<file path="src/rtl/ro_ratio_pkg.sv">
package ro_ratio_pkg;
  typedef enum logic [1:0] {
    ST_IDLE = 2'd0,
    ST_MEAS = 2'd1,
    ST_DIV  = 2'd2,
    ST_RESP = 2'd3
  } ro_state_t;
endpackage

</file>
<file path="src/rtl/ro_edge_counter.sv">
// Synchronises one oscillator input, detects rising edges and counts them
// with saturation while enabled.
module ro_edge_counter #(
  parameter int CNT_W       = 10,
  parameter int SYNC_STAGES = 2
) (
  input  logic             clk,
  input  logic             rst_n,
  input  logic             osc_in,
  input  logic             clr,
  input  logic             en,
  output logic [CNT_W-1:0] count
);
  localparam logic [CNT_W-1:0] CNT_MAX = '1;

  // SYNC_STAGES synchroniser flops plus one history flop
  logic [SYNC_STAGES:0] pipe;
  logic                 rise;

  always_ff @(posedge clk or negedge rst_n) begin
    if (!rst_n) pipe <= '0;
    else        pipe <= {pipe[SYNC_STAGES-1:0], osc_in};
  end

  assign rise = pipe[SYNC_STAGES-1] & ~pipe[SYNC_STAGES];

  always_ff @(posedge clk or negedge rst_n) begin
    if (!rst_n)                                count <= '0;
    else if (clr)                              count <= '0;
    else if (en && rise && (count != CNT_MAX)) count <= count + 1'b1;
  end

  // clear takes effect on the next cycle
  p_clear_r3: assert property (@(posedge clk) disable iff (!rst_n)
    clr |=> (count == '0));
  // outside the window the count does not move
  p_frozen_r4: assert property (@(posedge clk) disable iff (!rst_n)
    (!en && !clr) |=> $stable(count));
  // a saturated counter stays saturated
  p_sat_hold_r5: assert property (@(posedge clk) disable iff (!rst_n)
    (count == CNT_MAX && !clr) |=> (count == CNT_MAX));
endmodule

</file>
<file path="src/rtl/ro_gate_timer.sv">
// Common gate window: active for exactly win_len cycles after load,
// then a single expire pulse.
module ro_gate_timer #(
  parameter int WIN_W = 13
) (
  input  logic             clk,
  input  logic             rst_n,
  input  logic             load,
  input  logic [WIN_W-1:0] win_len,
  output logic             active,
  output logic             expire
);
  logic [WIN_W-1:0] remain;
  logic             busy;

  assign active = busy && (remain != '0);
  assign expire = busy && (remain == '0);

  always_ff @(posedge clk or negedge rst_n) begin
    if (!rst_n) begin
      busy   <= 1'b0;
      remain <= '0;
    end else if (load) begin
      busy   <= 1'b1;
      remain <= win_len;
    end else if (active) begin
      remain <= remain - 1'b1;
    end else if (expire) begin
      busy <= 1'b0;
    end
  end

  // the window ends with one expire pulse, never two in a row
  p_single_expire_r3: assert property (@(posedge clk) disable iff (!rst_n)
    (expire && !load) |=> !expire);
endmodule

</file>
<file path="src/rtl/ro_ratio_divider.sv">
// Restoring shift-subtract divider: quotient = floor(numer * 2^FRAC_W / denom).
// One quotient bit per cycle; a zero denominator reports an error at once.
module ro_ratio_divider #(
  parameter int NUM_W  = 10,
  parameter int FRAC_W = 6
) (
  input  logic                    clk,
  input  logic                    rst_n,
  input  logic                    start,
  input  logic [NUM_W-1:0]        numer,
  input  logic [NUM_W-1:0]        denom,
  output logic                    done,
  output logic [NUM_W+FRAC_W-1:0] quotient,
  output logic                    div_err
);
  localparam int QW = NUM_W + FRAC_W;
  localparam int IW = $clog2(QW + 1);

  logic [QW-1:0]    work;
  logic [NUM_W:0]   rem;
  logic [NUM_W-1:0] den_q;
  logic [IW-1:0]    iter;
  logic             busy;
  logic [NUM_W:0]   rem_sh;
  logic [NUM_W:0]   rem_nx;
  logic             ge;

  assign rem_sh = {rem[NUM_W-1:0], work[QW-1]};
  assign ge     = (rem_sh >= {1'b0, den_q});
  assign rem_nx = ge ? (rem_sh - {1'b0, den_q}) : rem_sh;

  always_ff @(posedge clk or negedge rst_n) begin
    if (!rst_n) begin
      work     <= '0;
      rem      <= '0;
      den_q    <= '0;
      iter     <= '0;
      busy     <= 1'b0;
      done     <= 1'b0;
      quotient <= '0;
      div_err  <= 1'b0;
    end else begin
      done <= 1'b0;
      if (start) begin
        if (denom == '0) begin
          busy     <= 1'b0;
          done     <= 1'b1;
          div_err  <= 1'b1;
          quotient <= '0;
        end else begin
          busy    <= 1'b1;
          work    <= {numer, {FRAC_W{1'b0}}};
          rem     <= '0;
          den_q   <= denom;
          iter    <= IW'(QW);
          div_err <= 1'b0;
        end
      end else if (busy) begin
        work <= {work[QW-2:0], ge};
        rem  <= rem_nx;
        iter <= iter - 1'b1;
        if (iter == IW'(1)) begin
          busy     <= 1'b0;
          done     <= 1'b1;
          quotient <= {work[QW-2:0], ge};
        end
      end
    end
  end

  // a zero denominator finishes on the next cycle with the error set
  p_zero_den_r7: assert property (@(posedge clk) disable iff (!rst_n)
    (start && denom == '0) |=> (done && div_err && quotient == '0));
endmodule

</file>
<file path="src/rtl/ro_ratio_unit.sv">
module ro_ratio_unit #(
  parameter int CNT_W  = 10,
  parameter int FRAC_W = 6,
  parameter int WIN_W  = 13,
  parameter int CHAL_W = 8
) (
  input  logic                    clk,
  input  logic                    rst_n,
  input  logic                    req_valid,
  output logic                    req_ready,
  input  logic [CHAL_W-1:0]       req_challenge,
  input  logic [WIN_W-1:0]        req_window,
  input  logic                    osc_a,
  input  logic                    osc_b,
  output logic [CHAL_W-1:0]       osc_cfg,
  output logic                    rsp_valid,
  input  logic                    rsp_ready,
  output logic [CNT_W+FRAC_W-1:0] rsp_quotient,
  output logic                    rsp_error
);
  import ro_ratio_pkg::*;

  localparam int QW = CNT_W + FRAC_W;

  ro_state_t      state;
  logic           accept;
  logic           gate_active;
  logic           gate_expire;
  logic           div_start;
  logic           div_done;
  logic           div_err;
  logic [QW-1:0]  div_q;
  logic [CNT_W-1:0] cnt [2];
  logic [1:0]     osc_in;

  assign osc_in    = {osc_b, osc_a};
  assign req_ready = (state == ST_IDLE);
  assign rsp_valid = (state == ST_RESP);
  assign accept    = req_valid && req_ready;
  assign div_start = (state == ST_MEAS) && gate_expire;

  for (genvar g = 0; g < 2; g++) begin : g_chan
    ro_edge_counter #(.CNT_W(CNT_W), .SYNC_STAGES(2)) u_cnt (
      .clk    (clk),
      .rst_n  (rst_n),
      .osc_in (osc_in[g]),
      .clr    (accept),
      .en     (gate_active),
      .count  (cnt[g])
    );
  end

  ro_gate_timer #(.WIN_W(WIN_W)) u_gate (
    .clk     (clk),
    .rst_n   (rst_n),
    .load    (accept),
    .win_len (req_window),
    .active  (gate_active),
    .expire  (gate_expire)
  );

  ro_ratio_divider #(.NUM_W(CNT_W), .FRAC_W(FRAC_W)) u_div (
    .clk      (clk),
    .rst_n    (rst_n),
    .start    (div_start),
    .numer    (cnt[0]),
    .denom    (cnt[1]),
    .done     (div_done),
    .quotient (div_q),
    .div_err  (div_err)
  );

  always_ff @(posedge clk or negedge rst_n) begin
    if (!rst_n) begin
      state        <= ST_IDLE;
      osc_cfg      <= '0;
      rsp_quotient <= '0;
      rsp_error    <= 1'b0;
    end else begin
      case (state)
        ST_IDLE: if (accept) begin
          osc_cfg <= req_challenge;
          state   <= ST_MEAS;
        end
        ST_MEAS: if (gate_expire) state <= ST_DIV;
        ST_DIV: if (div_done) begin
          rsp_quotient <= div_q;
          rsp_error    <= div_err;
          state        <= ST_RESP;
        end
        ST_RESP: if (rsp_ready) state <= ST_IDLE;
        default: state <= ST_IDLE;
      endcase
    end
  end

  // busy from the cycle after acceptance
  p_busy_after_accept_r2: assert property (@(posedge clk) disable iff (!rst_n)
    accept |=> !req_ready);
  // challenge is held between acceptances
  p_cfg_hold_r2: assert property (@(posedge clk) disable iff (!rst_n)
    !accept |=> $stable(osc_cfg));
  // response held under back-pressure
  p_rsp_hold_r8: assert property (@(posedge clk) disable iff (!rst_n)
    (rsp_valid && !rsp_ready) |=>
      (rsp_valid && $stable(rsp_quotient) && $stable(rsp_error)));
  // after the response is taken the unit is idle again
  p_rsp_release_r8: assert property (@(posedge clk) disable iff (!rst_n)
    (rsp_valid && rsp_ready) |=> (req_ready && !rsp_valid));
  // an error response carries a zero quotient
  p_err_zero_q_r7: assert property (@(posedge clk) disable iff (!rst_n)
    (rsp_valid && rsp_error) |-> (rsp_quotient == '0));
  // counting only happens while a measurement is running
  p_gate_in_meas_r3: assert property (@(posedge clk) disable iff (!rst_n)
    gate_active |-> (state == ST_MEAS));
endmodule

</file>
<file path="config.mk">
export PLATFORM = sky130hd
export DESIGN_NAME = ro_ratio_unit
export DESIGN_NICKNAME = d
export VERILOG_FILES = /design/src/rtl/ro_ratio_pkg.sv /design/src/rtl/ro_edge_counter.sv /design/src/rtl/ro_gate_timer.sv /design/src/rtl/ro_ratio_divider.sv /design/src/rtl/ro_ratio_unit.sv
export SDC_FILE = /design/constraint.sdc
export NUM_CORES = 1
export LEC_CHECK = 0
export BUFFER_PORTS_ARGS = -buffer_cell sky130_fd_sc_hd__buf_2
export CELL_PAD_IN_SITES_DETAIL_PLACEMENT = 1
export CELL_PAD_IN_SITES_GLOBAL_PLACEMENT = 2
export CORE_MARGIN = 2
export CORE_UTILIZATION = 39
export DETAILED_ROUTE_END_ITERATION = 7
export GPL_ROUTABILITY_DRIVEN = 0
export PLACE_DENSITY_LB_ADDON = 0.12
export SLEW_MARGIN = 20
export SYNTH_ARGS = -nofsm -noshare
export SYNTH_HDL_FRONTEND = slang
export SYNTH_SLANG_ARGS = --single-unit
</file>
<file path="constraint.sdc">
create_clock -name clk -period 2.9 [get_ports clk]
set_clock_uncertainty 0.1 [all_clocks]
set_input_delay 0.87 -clock clk [delete_from_list [all_inputs] [get_ports clk]]
set_output_delay 0.87 -clock clk [all_outputs]
set_load 0.02 [all_outputs]
</file>
Word level (Yosys, flattened, before mapping)
Index checks and enable logic that the tools add are counted.

word-level totals
  register bits = 127
  bits of input ports = 27
  output and inout bits = 27
  word-level logic and storage cells = 103

cells by class
  $add $sub $neg = 5
  $lt $le $gt $ge = 1
  equal/unequal tests = 13
  mux-type cells = 36
  bitwise gates (word level) = 5
  reductions and logical operators = 25

operators by type and width
  cell                                                 number
  2-to-1 mux 16 bit                                    7
  2-to-1 mux 10 bit                                    8
  2-to-1 mux 13 bit                                    2
  adder 10 x 1 -> 10 bit, second input constant        2
  != test 10 bit, second input constant                2
  2-to-1 mux 5 bit                                     3
  logical NOT 13 bit                                   1
  nonzero test 13 bit                                  1
  subtractor 13 x 1 -> 13 bit, second input constant   1
  nonzero test 2 bit                                   6
  >= comparator 11 x 10 -> 1 bit                       1
  2-to-1 mux 1 bit                                     11
  logical NOT 10 bit                                   1
  AND reduction 2 bit                                  5
  subtractor 10 bit                                    1
  logical AND 1 bit                                    8
  2-to-1 mux 2 bit                                     4
  != test 2 x 1 -> 1 bit, second input constant        4
  case mux 2 bit (4 select lines)                      1
  != test 2 bit, second input constant                 3
  equality test 5 x 1 -> 1 bit, second input constant  1
  subtractor 5 x 1 -> 5 bit, second input constant     1
  equality test 2 bit, second input constant           2
  AND reduction 4 bit                                  1
  5 further kinds                                      8

Longest topological paths before layout
  depth after elaboration = 6
  depth in mapped cells = 10
  mapped depth without buffers = 9

Modules after synthesis
A second synthesis with hierarchy kept.

second synthesis, totals
  cell total of the unflattened synthesis = 552
  area total of the unflattened synthesis = 6,150.9 sq um

by module, submodules not included
  module            times used  cells each  area an instance (sq um)
  ro_ratio_divider  1           275         2,915.3
  ro_edge_counter   2           56          601.8
  ro_ratio_unit     1           72          1,138.6
  ro_gate_timer     1           93          893.4

Worst setup path before layout
OpenSTA, ideal clock, no wires.

  kind = register to register
  start = register u_gate.remain[0]
  end = register u_div.rem[5]
  library setup time = 126 ps
  arrival = 2,216 ps
  required time = 2,674 ps
  setup slack = 458 ps
  stages on the path, launching flop included = 10
  period minus slack after synthesis = 2,442 ps
  cell sequence = dfrtp_1 > inv_1 > ha_1 > or3b_2 > clkbuf_1 > nor4_4 > buf_4 > nor2_1 > and3_1 > a221o_1

between the ends
  longest elaborated chain between the ends = 5
  elaborated cells between the ends (all ways) = 7

ends and longest elaborated chain
  item                                                                  line                    source
  from (decl)                                                           ro_gate_timer.sv:13     logic [WIN_W-1:0] remain;
  from (signal assigned)                                                ro_gate_timer.sv:25     remain <= win_len;
  from (signal assigned)                                                ro_gate_timer.sv:27     remain <= remain - 1'b1;
  logical NOT 13 bit (*)                                                ro_gate_timer.sv:17     assign expire = busy && (remain == '0);
  logical AND 1 bit (*)                                                 ro_gate_timer.sv:17
  logical AND 1 bit (*)                                                 ro_ratio_unit.sv:40     assign div_start = (state == ST_MEAS) && gate_expire;
  != test 2 bit (no line) / nonzero test 2 bit (equally long branches)  --
  AND reduction 2 bit (no line)                                         --
  to (signal assigned)                                                  ro_ratio_divider.sv:60  rem <= rem_nx;
  to (decl)                                                             ro_ratio_divider.sv:20  logic [NUM_W:0] rem;

Every way passes the cells marked *; elsewhere a longest branch is shown, timed or not.
A chain may end at the register's enable or synchronous reset.

Worst setup path after layout
  start = register u_gate.remain[0]
  end = register g_chan[0].u_cnt.count[2]

between the ends
  longest elaborated chain between the ends = 5

ends and longest elaborated chain
  item                             line                   source
  nonzero test 13 bit              ro_gate_timer.sv:16    assign active = busy && (remain != '0);
  logical AND 1 bit                ro_gate_timer.sv:16
  logical AND 1 bit (2 in series)  ro_edge_counter.sv:30  else if (en && rise && (count != CNT_MAX)) count <= count + 1'b1;
  nonzero test 2 bit (no line)     --
  to (signal assigned)             ro_edge_counter.sv:30
  to (decl)                        ro_edge_counter.sv:12  output logic [CNT_W-1:0] count

No other way between the ends.

==> reports/results.md <==
| Result | Value |
|:---|:---|
| Cell leakage power | 3.45 nW |
| Power Dens Cells | 757 mW/mm^2 |
| Result of the run | finished, final reports clean |
| Crit end category | flip-flop |
| CTS tree | done |
| Number of antenna violations at the first check in global routing | 0 |
| Class of the most critical setup path | reg2reg |
| Final setup violation count | 0 |
| Maximum clock frequency | 369 MHz |
| Horizontal die dimension | 127 um |
| Clk pin slew, worst setup/hold paths | 60 ps |
| Worst IR drop on VDD | 460 uV |
| Fraction of synthesis flops using an asynchronous set or reset pin | 100% |
| Fraction of power spent switching nets | 32.1% |
| Total non-filler cell area in the finished layout | 0.00708 mm^2 |
| Deepest clock path buffer count | 2 |
| Warnings from Yosys | 0 |
| Die H | 127 um |
| CTS resizes | 0 |
| Cell accounting for the most synthesized area | sky130_fd_sc_hd__dfrtp_1 |
| Pre-antenna DRT Iters | 4 |
| Clk pwr share | 37.5% |
| Sink Count | 127 |
| Number of DRC violations after detailed-routing iteration 0 | 160 |
| Via/cell ratio | 5.22 |
| Global route total overflow | 0 |
| Sequential share of the synthesized area | 53.5% |
| Highest cell delay on the worst timing path | 550 ps |
| Switching power | 1.72 mW |
| Count of antenna diodes in the layout | 0 |
| Number of top-level pins | 54 |
| Final Hold Vio Count | 0 |
| All-Layer GR Usage | 18.5% |
| Setup bufs post-CTS | 0 |
| Buffers plus inverters on the worst setup path | 3 |
| Die area | 0.0162 mm^2 |
| Portion of synthesized cell area occupied by the leading cell type | 53.5% |
| Slew of the pin with the lowest slew margin | 804 ps |
| Residual antenna-violating net count after detailed routing | 0 |
| Pin count of the biggest net entering global routing | 42 |
| Fraction of power consumed by sequential logic | 41.4% |
| Number of violations of the max-capacitance limit | 0 |
| Maximum fanout count along the critical path | 11 |
| Fraction of the cycle the final worst path needs | 93.4% |
| Max-slew headroom at the worst pin | 46.2% |
| Average routed wire per standard cell | 16.4 um |
| Post-synth top flop | sky130_fd_sc_hd__dfrtp_1 |
| Design Power | 5.36 mW |
| Synthesis-to-finish area growth | 19.2% |
| Root Driver | sky130_fd_sc_hd__clkbuf_16 |
| Int Power | 3.64 mW |
| Number of enable flip-flop cells after synthesis | 0 |
| Top cells by count, synth | 127 x sky130_fd_sc_hd__dfrtp_1, 95 x sky130_fd_sc_hd__nand2_1, 40 x sky130_fd_sc_hd__nor2_1, 39 x sky130_fd_sc_hd__o21ai_0, 31 x sky130_fd_sc_hd__inv_1 |
| Number of buffers added to fix hold violations after cts | 0 |
| Critical path arrival | 2900 ps |
| CP max stage cell | sky130_fd_sc_hd__or3b_2 |
| Placed instance area | 0.00652 mm^2 |
| Global-route wire length before repair | 23.5 mm |
| Cts bufs inserted | 17 |
| Synthesized instance count | 572 |
| Data required, critical path | 3090 ps |
| Setup repair after global routing missed its margin | false |
| Most numerous cell in the Yosys netlist | sky130_fd_sc_hd__dfrtp_1 |
| Avg Synthesized Cell Area | 10.4 um^2 |
| Crit path cell chain | inv_1, ha_1, or3b_2, o41ai_2, buf_4, a311oi_1, buf_4, nand2_1, xor2_1, nor2_1 |
| Startpoint type of the worst setup path | flip-flop |
| DP HPWL | 9.84 mm |
| Dominant delay contributor by cell family on the critical path | simple AND/OR/NAND/NOR gates |
| Combinational cell fraction of total power | 21.1% |
| Vias in the first global route | 4530 |
| Total routed wirelength | 13.7 mm |
| Share of cells above drive strength 1 | 19.6% |
| Unique masters post-synth | 59 |
| Count of state elements after synthesis | 127 |
| Number of nets in the synthesized netlist | 620 |
| Row count | 45 |
| Cell mode on critical path | sky130_fd_sc_hd__buf_4 |
| Number of vias in the routed layout | 4388 |
| Number of H-tree branching levels | 4 |
| Cell area after synthesis | 0.00594 mm^2 |
| Shortest clock period the worst path allows after layout | 2710 ps |
| Dominant cells by area after synthesis | sky130_fd_sc_hd__dfrtp_1 54%, sky130_fd_sc_hd__nand2_1 6.0%, sky130_fd_sc_hd__ha_1 4.2%, sky130_fd_sc_hd__a22o_1 3.5%, sky130_fd_sc_hd__o21ai_0 3.3% |
| Initial Utilization | 39.5% |
| Final Net Count | 688 |
| CORE AREA | 0.0150 mm^2 |
| Class of the tightest hold or removal check | reg2reg |
| Number of pins exceeding their max-slew limit in the final report | 0 |
| Post-detailed-route DRC marker count | 0 |
| Clock latency of the later-clocked register in the worst-skew pair | 420 ps |
| Number of buffer cells added on primary ports | 53 |
| Post-Route Setup TNS | 0 ps |
-- power groups by stage --
stage | clock [mW] | combinational (mW) | sequential (mW)
final | 2.01 | 1.13 | 2.22
after global routing | 2.15 | 1.29 | 2.26
after CTS | 2.07 | 1.15 | 2.22
after detailed placement | 0 | 1.14 | 2.25
after global placement | 0 | 1.10 | 2.24
after floorplan | 0 | 0.743 | 2.26
-- path summary, 6_finish.rpt --
kind	startpoint	to	slack, ps	cells after the start
max	u_gate.remain[0]	g_chan[0].u_cnt.count[2]	190	10
min in group asynchronous	rst_n	rsp_quotient[2]	330	1
max in group asynchronous	rst_n	u_div.quotient[8]	1730	2
max reg2reg	u_gate.remain[0]	g_chan[0].u_cnt.count[2]	190	10
min reg2reg	g_chan[0].u_cnt.pipe[0]	g_chan[0].u_cnt.pipe[1]	250	0
min	g_chan[0].u_cnt.pipe[0]	g_chan[0].u_cnt.pipe[1]	250	0
-- cells by family after synthesis --
logic type               Yosys count  synth area share (%)
flip-flops                       127                  53.5
adder cells (fa/ha/maj)           21                  4.55
AO/OA/AOI/OAI                    111                  13.1
buffers and inverters             55                  3.86
multiplexers                      23                  4.21
AND/OR/NAND/NOR                  204                  16.2
XOR/XNOR                          31                  4.57
-- layer usage --
| layer | share of wire (%) | GRT usage, % | up-vias |
|---|---|---|---|
| met1 | 50 | 26.0 | 2183 |
| met3 | 2.5 | 3.60 | 16 |
| met4 | 1.6 | 7.24 | 0 |
| li1 | - | - | 2124 |
| met2 | 46 | 28.3 | 65 |
| met5 | 0 | 0 | - |
-- sequential cells by signal, indices dropped and copies added (netlist names) --
name	cells
g_chan.u_cnt.count	20
g_chan.u_cnt.pipe	6
osc_cfg	8
rsp_error	1
rsp_quotient	16
state	2
u_div.busy	1
u_div.den_q	10
u_div.div_err	1
u_div.done	1
u_div.iter	5
u_div.quotient	16
u_div.rem	10
u_div.work	16
u_gate.busy	1
u_gate.remain	13
-- metrics by stage --
step	cells	setup slack, ps	utilization, %	hold slack [ps]
finish	840	192	47.1	250
floorplan	572	458	-	231
detailed placement	809	223	43.4	238
global route	840	20.9	47.1	253
global placement	809	327	43.4	233
CTS	840	157	47.1	252
-- layout by cell type, fill, tap and decap left out, types with 2 or more instances in the layout --
cell / n
sky130_fd_sc_hd__a211oi_1: 2
sky130_fd_sc_hd__a21oi_1: 9
sky130_fd_sc_hd__a22o_1: 24
sky130_fd_sc_hd__a22oi_1: 10
sky130_fd_sc_hd__a32oi_1: 2
sky130_fd_sc_hd__and2_1: 4
sky130_fd_sc_hd__and3_1: 5
sky130_fd_sc_hd__and4_1: 3
sky130_fd_sc_hd__buf_12: 3
sky130_fd_sc_hd__buf_2: 52
sky130_fd_sc_hd__buf_4: 18
sky130_fd_sc_hd__clkbuf_16: 17
sky130_fd_sc_hd__clkinv_2: 2
sky130_fd_sc_hd__clkinv_4: 5
sky130_fd_sc_hd__dfrtp_1: 127
sky130_fd_sc_hd__ha_1: 20
sky130_fd_sc_hd__inv_1: 31
sky130_fd_sc_hd__inv_6: 5
sky130_fd_sc_hd__mux2_2: 16
sky130_fd_sc_hd__mux2i_1: 7
sky130_fd_sc_hd__nand2_1: 95
sky130_fd_sc_hd__nand2b_1: 7
sky130_fd_sc_hd__nand3_1: 7
sky130_fd_sc_hd__nand3b_1: 2
sky130_fd_sc_hd__nand4_1: 9
sky130_fd_sc_hd__nor2_1: 40
sky130_fd_sc_hd__nor2b_1: 3
sky130_fd_sc_hd__nor3_1: 9
sky130_fd_sc_hd__nor4_1: 6
sky130_fd_sc_hd__o211ai_1: 4
sky130_fd_sc_hd__o21ai_0: 39
sky130_fd_sc_hd__o31ai_1: 3
sky130_fd_sc_hd__o41ai_1: 2
sky130_fd_sc_hd__or3_1: 3
sky130_fd_sc_hd__or4_1: 2
sky130_fd_sc_hd__xnor2_1: 17
sky130_fd_sc_hd__xor2_1: 14
-- layout make-up --
class                      count  area [um^2]
inverter                      31          116
clock buffer                  17          425
multi-input combinational    390         2530
clock inverter                14          135
fill                        1682         7950
sequential                   127         3180
tap                          188          235
timing repair buffer          73          455
Note: power is estimated with default switching activity, not from simulation.
